--- src/rtl/bp_pkg.sv ---
package bp_pkg;

  // Width of one direction counter.
  localparam int CTR_W = 2;

  typedef logic [CTR_W-1:0] ctr_t;

  localparam ctr_t CTR_MIN  = '0;
  localparam ctr_t CTR_MAX  = '1;
  // Weakly not taken: one step below the taken half.
  localparam ctr_t CTR_INIT = ctr_t'((1 << (CTR_W - 1)) - 1);

  // Saturating step: up on taken, down on not taken.
  function automatic ctr_t ctr_step(input ctr_t c, input logic up);
    ctr_t r;
    if (up) r = (c == CTR_MAX) ? c : c + ctr_t'(1);
    else    r = (c == CTR_MIN) ? c : c - ctr_t'(1);
    return r;
  endfunction

  // Direction is the top bit of the counter.
  function automatic logic ctr_dir(input ctr_t c);
    return c[CTR_W-1];
  endfunction

endpackage

--- src/rtl/bp_sat_ctr.sv ---
module bp_sat_ctr
  import bp_pkg::*;
(
  input  logic clk,
  input  logic rst_n,
  input  logic we,
  input  logic up,
  output ctr_t q
);

  ctr_t q_r;
  ctr_t q_next;

  assign q_next = ctr_step(q_r, up);
  assign q      = q_r;

  always_ff @(posedge clk or negedge rst_n) begin
    if (!rst_n)  q_r <= CTR_INIT;
    else if (we) q_r <= q_next;
  end

  AST_CTR_RESET_INIT: assert property (@(posedge clk) !rst_n |=> q == CTR_INIT);
  AST_CTR_INC: assert property (@(posedge clk) disable iff (!rst_n)
    we && up && (q != CTR_MAX) |=> q == ctr_t'($past(q) + ctr_t'(1)));
  AST_CTR_TOP_HOLD: assert property (@(posedge clk) disable iff (!rst_n)
    we && up && (q == CTR_MAX) |=> q == CTR_MAX);
  AST_CTR_DEC: assert property (@(posedge clk) disable iff (!rst_n)
    we && !up && (q != CTR_MIN) |=> q == ctr_t'($past(q) - ctr_t'(1)));
  AST_CTR_BOTTOM_HOLD: assert property (@(posedge clk) disable iff (!rst_n)
    we && !up && (q == CTR_MIN) |=> q == CTR_MIN);
  AST_CTR_IDLE: assert property (@(posedge clk) disable iff (!rst_n)
    !we |=> $stable(q));

endmodule

--- src/rtl/bp_hist.sv ---
module bp_hist #(
  parameter int HIST_W = 2
) (
  input  logic              clk,
  input  logic              rst_n,
  input  logic              shift_en,
  input  logic              new_bit,
  output logic [HIST_W-1:0] hist_q
);

  logic [HIST_W-1:0] hist_r;
  logic [HIST_W-1:0] hist_next;

  assign hist_next = {hist_r[HIST_W-2:0], new_bit};
  assign hist_q    = hist_r;

  always_ff @(posedge clk or negedge rst_n) begin
    if (!rst_n)        hist_r <= '0;
    else if (shift_en) hist_r <= hist_next;
  end

  AST_HIST_NEWEST: assert property (@(posedge clk) disable iff (!rst_n)
    shift_en |=> hist_q[0] == $past(new_bit));
  AST_HIST_AGE: assert property (@(posedge clk) disable iff (!rst_n)
    shift_en |=> hist_q[HIST_W-1:1] == $past(hist_q[HIST_W-2:0]));
  AST_HIST_HOLD: assert property (@(posedge clk) disable iff (!rst_n)
    !shift_en |=> $stable(hist_q));

endmodule

--- src/rtl/bp_table.sv ---
module bp_table
  import bp_pkg::*;
#(
  parameter int INDEX_BITS = 4,
  parameter int HIST_W     = 2
) (
  input  logic                  clk,
  input  logic                  rst_n,
  input  logic [INDEX_BITS-1:0] rd_idx,
  input  logic [HIST_W-1:0]     rd_way,
  output ctr_t                  rd_ctr,
  input  logic                  wr_en,
  input  logic [INDEX_BITS-1:0] wr_idx,
  input  logic [HIST_W-1:0]     wr_way,
  input  logic                  wr_up
);

  localparam int DEPTH = 1 << INDEX_BITS;
  localparam int WAYS  = 1 << HIST_W;
  localparam int NCTR  = DEPTH * WAYS;
  localparam int SEL_W = INDEX_BITS + HIST_W;

  logic [SEL_W-1:0] rd_sel;
  logic [SEL_W-1:0] wr_sel;
  logic [NCTR-1:0]  cell_we;
  ctr_t             cell_q [NCTR];

  assign rd_sel = {rd_idx, rd_way};
  assign wr_sel = {wr_idx, wr_way};

  for (genvar g = 0; g < NCTR; g++) begin : g_cell
    assign cell_we[g] = wr_en && (wr_sel == SEL_W'(g));
    bp_sat_ctr u_cell (
      .clk   (clk),
      .rst_n (rst_n),
      .we    (cell_we[g]),
      .up    (wr_up),
      .q     (cell_q[g])
    );
  end

  // Read comes from the registers, so a same-cycle write is not yet visible.
  assign rd_ctr = cell_q[rd_sel];

  AST_SINGLE_WRITE: assert property (@(posedge clk) disable iff (!rst_n)
    $onehot0(cell_we));
  AST_NO_WRITE_IDLE: assert property (@(posedge clk) disable iff (!rst_n)
    !wr_en |-> cell_we == '0);

endmodule

--- src/rtl/corr_bpred.sv ---
module corr_bpred
  import bp_pkg::*;
#(
  parameter int PC_W       = 32,
  parameter int INDEX_BITS = 4,
  parameter int HIST_W     = 2
) (
  input  logic              clk,
  input  logic              rst_n,
  input  logic [PC_W-1:0]   lk_pc,
  output logic              lk_taken,
  output logic [HIST_W-1:0] lk_hist,
  input  logic              upd_valid,
  input  logic [PC_W-1:0]   upd_pc,
  input  logic              upd_taken,
  input  logic [HIST_W-1:0] upd_hist
);

  localparam int IDX_LO = 2;
  localparam int IDX_HI = INDEX_BITS + IDX_LO - 1;

  logic [INDEX_BITS-1:0] lk_idx;
  logic [INDEX_BITS-1:0] upd_idx;
  logic [HIST_W-1:0]     ghist;
  ctr_t                  lk_ctr;

  // Byte offset and upper PC bits do not take part in indexing.
  logic unused_pc_bits;
  assign unused_pc_bits = ^{lk_pc[PC_W-1:IDX_HI+1], lk_pc[IDX_LO-1:0],
                            upd_pc[PC_W-1:IDX_HI+1], upd_pc[IDX_LO-1:0]};

  assign lk_idx  = lk_pc[IDX_HI:IDX_LO];
  assign upd_idx = upd_pc[IDX_HI:IDX_LO];

  bp_hist #(.HIST_W(HIST_W)) u_hist (
    .clk      (clk),
    .rst_n    (rst_n),
    .shift_en (upd_valid),
    .new_bit  (upd_taken),
    .hist_q   (ghist)
  );

  bp_table #(.INDEX_BITS(INDEX_BITS), .HIST_W(HIST_W)) u_table (
    .clk    (clk),
    .rst_n  (rst_n),
    .rd_idx (lk_idx),
    .rd_way (ghist),
    .rd_ctr (lk_ctr),
    .wr_en  (upd_valid),
    .wr_idx (upd_idx),
    .wr_way (upd_hist),
    .wr_up  (upd_taken)
  );

  assign lk_taken = ctr_dir(lk_ctr);
  assign lk_hist  = ghist;

  AST_HIST_RESET: assert property (@(posedge clk) !rst_n |=> lk_hist == '0);
  AST_LOOKUP_NOT_TAKEN_AT_RESET: assert property (@(posedge clk)
    !rst_n |=> !lk_taken);

endmodule

--- config.mk ---
export PLATFORM = sky130hd
export DESIGN_NAME = corr_bpred
export DESIGN_NICKNAME = d
export VERILOG_FILES = /design/src/rtl/bp_pkg.sv /design/src/rtl/bp_sat_ctr.sv /design/src/rtl/bp_hist.sv /design/src/rtl/bp_table.sv /design/src/rtl/corr_bpred.sv
export SDC_FILE = /design/constraint.sdc
export NUM_CORES = 1
export LEC_CHECK = 0
export ABC_AREA = 1
export BUFFER_PORTS_ARGS = -buffer_cell sky130_fd_sc_hd__buf_2
export CAP_MARGIN = 10
export CELL_PAD_IN_SITES_DETAIL_PLACEMENT = 1
export CELL_PAD_IN_SITES_GLOBAL_PLACEMENT = 1
export CORE_ASPECT_RATIO = 1.1
export CORE_MARGIN = 2
export CORE_UTILIZATION = 39
export DETAILED_ROUTE_END_ITERATION = 8
export PLACE_DENSITY = 0.79
export SETUP_SLACK_MARGIN = 0.5
export SYNTH_ARGS = -nofsm -noshare
export SYNTH_HDL_FRONTEND = slang
export SYNTH_SLANG_ARGS = --single-unit
--- constraint.sdc ---
create_clock -name clk -period 1.2 [get_ports clk]
set_input_delay 0 -clock clk [delete_from_list [all_inputs] [get_ports clk]]
set_output_delay 0 -clock clk [all_outputs]
set_load 0.005 [all_outputs]
==> results.cfg <==
[yosys]
synthesis.nets = 994
synth.lib_cells_used.distinct = 18
ys_warn_count = 0
synth_largest_area_cell = sky130_fd_sc_hd__dfstp_2
synth_adder_area_share_pct = 0
yosys_register_bits = 130
synth_xor_xnor_area_share_pct = 0
syn_avg_cell_area_um2 = 7.50
synthCells = 924
synthesis.area_um2 = 6930
post-synth-top-area-fraction_pct = 24.3
yosys.area_share.simple_pct = 21.4
largest_family_of_logic_cells_by_synthesized_area = compound AO/OA/AOI/OAI gates
share_of_the_synthesized_area_in_compound_gates_ao_oa_aoi_oai_pct = 25.1
muxShareOfSynthArea_pct = 0
seq_area_frac_synth_pct = 48.1
synthTopCellsByArea = sky130_fd_sc_hd__dfstp_2, sky130_fd_sc_hd__dfrtp_1, sky130_fd_sc_hd__o21ai_0

[placed_design]
port-buffer-count = 16
dpl_cell_area_um2 = 8260
place_hpwl_um = 15300
place_inst = 1211
final_estimated_routing_congestion_in_global_placement = 0.872

[grt]
antenna_found_initial = 0
globalRouteOverflowTotal = 0
globalRouteTotalUtil_pct = 28.2
via_count_of_the_first_global_routing_pass = 7795
grt_max_degree = 51
grt_first_pass_wirelength_um = 40500

[floorplanning]
floorplan.core_area_um2 = 17500
chipWidth_um = 131
die_outline_height_um = 144
starting_density_of_the_core_pct = 39.5
design.portCount = 73
floorplan.die_area_um2 = 18800
rows = 51

[clocking]
cts_tree = done
clkLatencyLatePin_ps = 450
clk_path_buf_depth = 2
cts-buffers-inserted = 17
clock_sinks = 130
htreeDepth = 4
buffer_type_at_the_clock_tree_root = sky130_fd_sc_hd__clkbuf_16
clkSlewWorstSetupHoldPaths_ps = 60

[finish]
final_design_area_no_fill_um2 = 10400
fill_cells = 2013
area_taken_by_multi_input_logic_gates_um2 = 4540
post_layout_net_count = 1096
layout.cells.non_filler = 1277
post_route_cells_drive_above_1_share_pct = 56.4
antenna_cells_inserted = 0
register_area_um2 = 3340
finish.utilization_pct = 59.2
layout-area-overhead-vs-synth_pct = 50.0

[worst_setup_path]
timing.rr.end = u_hist.hist_q[0]
worstSetupStartpoint = u_hist.hist_q[0]
rrSetupSlack_ps = 40
worst-endpoint-arrival_ps = 1970
worst-endpoint-required_ps = 1200
setup.worst_path.class = reg -> out
worst-path-max-fanout = 7
r2r-start = u_hist.hist_q[0]
critPathCaptureType = output port
end_point_of_the_critical_path = lk_taken
rr_worst_depth = 4
worstSetupStartpointType = register

[route]
avgViaCountPerCell = 5.82
ant_nets = 0
detail_route.drc_violations = 0
drt_wl_total_um = 27400
firstDrtPassIters = 6
num_vias = 7436
detail_route.wl_per_cell_um = 21.4
drt_iter0_drc = 389

[timing]
max_freq_ghz = 0.509
final.setup.worst_slack_ps = -765
finalClockSkew_ps = 7.73
tightest_slew_ps = 367
finalSetupViolCount = 3
rsz0062_at_grt = true
whs_ps = 18.9
min_period_ps = 1970
maxSlewHeadroom_pct = 75.6
hold_violations = 0
drv_slew = 0
timing.final.crit_share_pct = 164

[outcome]
status = complete, but fails checks
violations_in_the_final_reports = negative setup slack

[pwr]
ir_drop_mv = 1.22
power-per-cell-area_nw_per_um2 = 1400
power.leakage_nw = 4.24
p_total_mw = 14.6

[run]
maxCapViolCount = 0

[hold_path]
min-delay-path-class = in -> reg
[per-stage QoR]
step           TNS (ps)  setup WS (ps)
2_1_floorplan         0           36.5
3_3_place_gp       -312           -288
3_5_place_dp       -837           -308
4_1_cts            -763           -664
5_1_grt            -999           -850
6_report           -876           -765
[worst min-delay path by stage]
stage	start	endpoint	slack, ps	cells after the start
final	upd_valid	u_hist.hist_q[0]	20	3
after CTS	rst_n	u_table.g_cell[16].u_cell.q[1]	20	2
after floorplan	rst_n	u_hist.hist_q[0]	-300	0
after detailed placement	rst_n	u_table.g_cell[32].u_cell.q[1]	-80	1
after global routing	upd_valid	u_hist.hist_q[0]	20	3
after global placement	rst_n	u_table.g_cell[32].u_cell.q[1]	-80	1
[routing by layer]
metal	vias up	wire (um)	GRT usage (%)	share of wire, %
met5	-	0	0	0
met4	0	887	13.0	3.2
met3	71	1070	5.17	3.9
met2	200	14200	48.1	52
met1	3797	11200	34.4	41
li1	3368	-	-	-
[registers in the layout (all words and copies together) (netlist names)]
signal                   flops
u_hist.hist_q                2
u_table.g_cell.u_cell.q    128
[cells by family after synthesis]
family	Yosys count
and+or+nand+nor	369
AOI/OAI and AO/OA	334
DFF	130
buffers and inverters	91
[power breakdown]
group | internal, mW | switching (mW) | leakage [nW]
logic | 1.31 | 1.75 | 2.36
clock network | 3.56 | 2.24 | 0.308
registers | 5.06 | 0.635 | 1.57
total | 9.93 | 4.63 | 4.24
[worst max-delay path: stages, from the launching register on]
cell and delay (ps):
sky130_fd_sc_hd__dfrtp_2 440, sky130_fd_sc_hd__clkinv_4 150, sky130_fd_sc_hd__clkbuf_16 200, sky130_fd_sc_hd__nand2_1 70, sky130_fd_sc_hd__nand3_2 80, sky130_fd_sc_hd__nand3_2 80
sky130_fd_sc_hd__nand2_1 70, sky130_fd_sc_hd__nand2_1 70, sky130_fd_sc_hd__nand3_1 90, sky130_fd_sc_hd__nand3_2 80, sky130_fd_sc_hd__nand2_2 70, sky130_fd_sc_hd__buf_6 120
[repair_timing]
action,in CTS,in global routing
buffers inserted,23,7
setup endpoints to repair,133,141
hold endpoints to repair,80,0
resized for setup,225,167
cloned,1,1
hold buffers,2,0
pin swaps,107,88
[placed cells by master, fill, tap and decap left out, drive strengths merged]
master and n:
nand3 56, dfstp 64, dlygate4sd3 2, clkbuf 21, clkinv 6, nor2 84
dfrtp 66, inv 59, a21oi 62, nand2 227, bufinv 4, nor3 2
buf 112, o21ai 244, clkinvlp 2, o31ai 28
[synthesized netlist by cell type]
master	count
sky130_fd_sc_hd__nor3_4	2
sky130_fd_sc_hd__buf_2	7
sky130_fd_sc_hd__nor2_1	84
sky130_fd_sc_hd__o21ai_1	12
sky130_fd_sc_hd__inv_2	1
sky130_fd_sc_hd__o31ai_1	28
sky130_fd_sc_hd__buf_1	3
sky130_fd_sc_hd__o21ai_0	232
sky130_fd_sc_hd__buf_6	1
sky130_fd_sc_hd__nand2_1	227
sky130_fd_sc_hd__nand3_1	56
sky130_fd_sc_hd__buf_4	4
sky130_fd_sc_hd__inv_1	54
sky130_fd_sc_hd__dfrtp_1	66
sky130_fd_sc_hd__a21oi_1	62
sky130_fd_sc_hd__clkbuf_1	19
sky130_fd_sc_hd__clkinv_1	2
sky130_fd_sc_hd__dfstp_2	64
[area by class of cell]
class                           instances  share of cell area (%)
Sequential cell                       130                    32.1
Tap cell                              238                    2.87
Clock buffer                           18                    4.23
Multi-Input combinational cell        703                    43.7
Inverter                               57                    2.28
Clock inverter                         14                    1.94
Timing Repair Buffer                  117                    12.9
(Power assumes the default switching activity.)
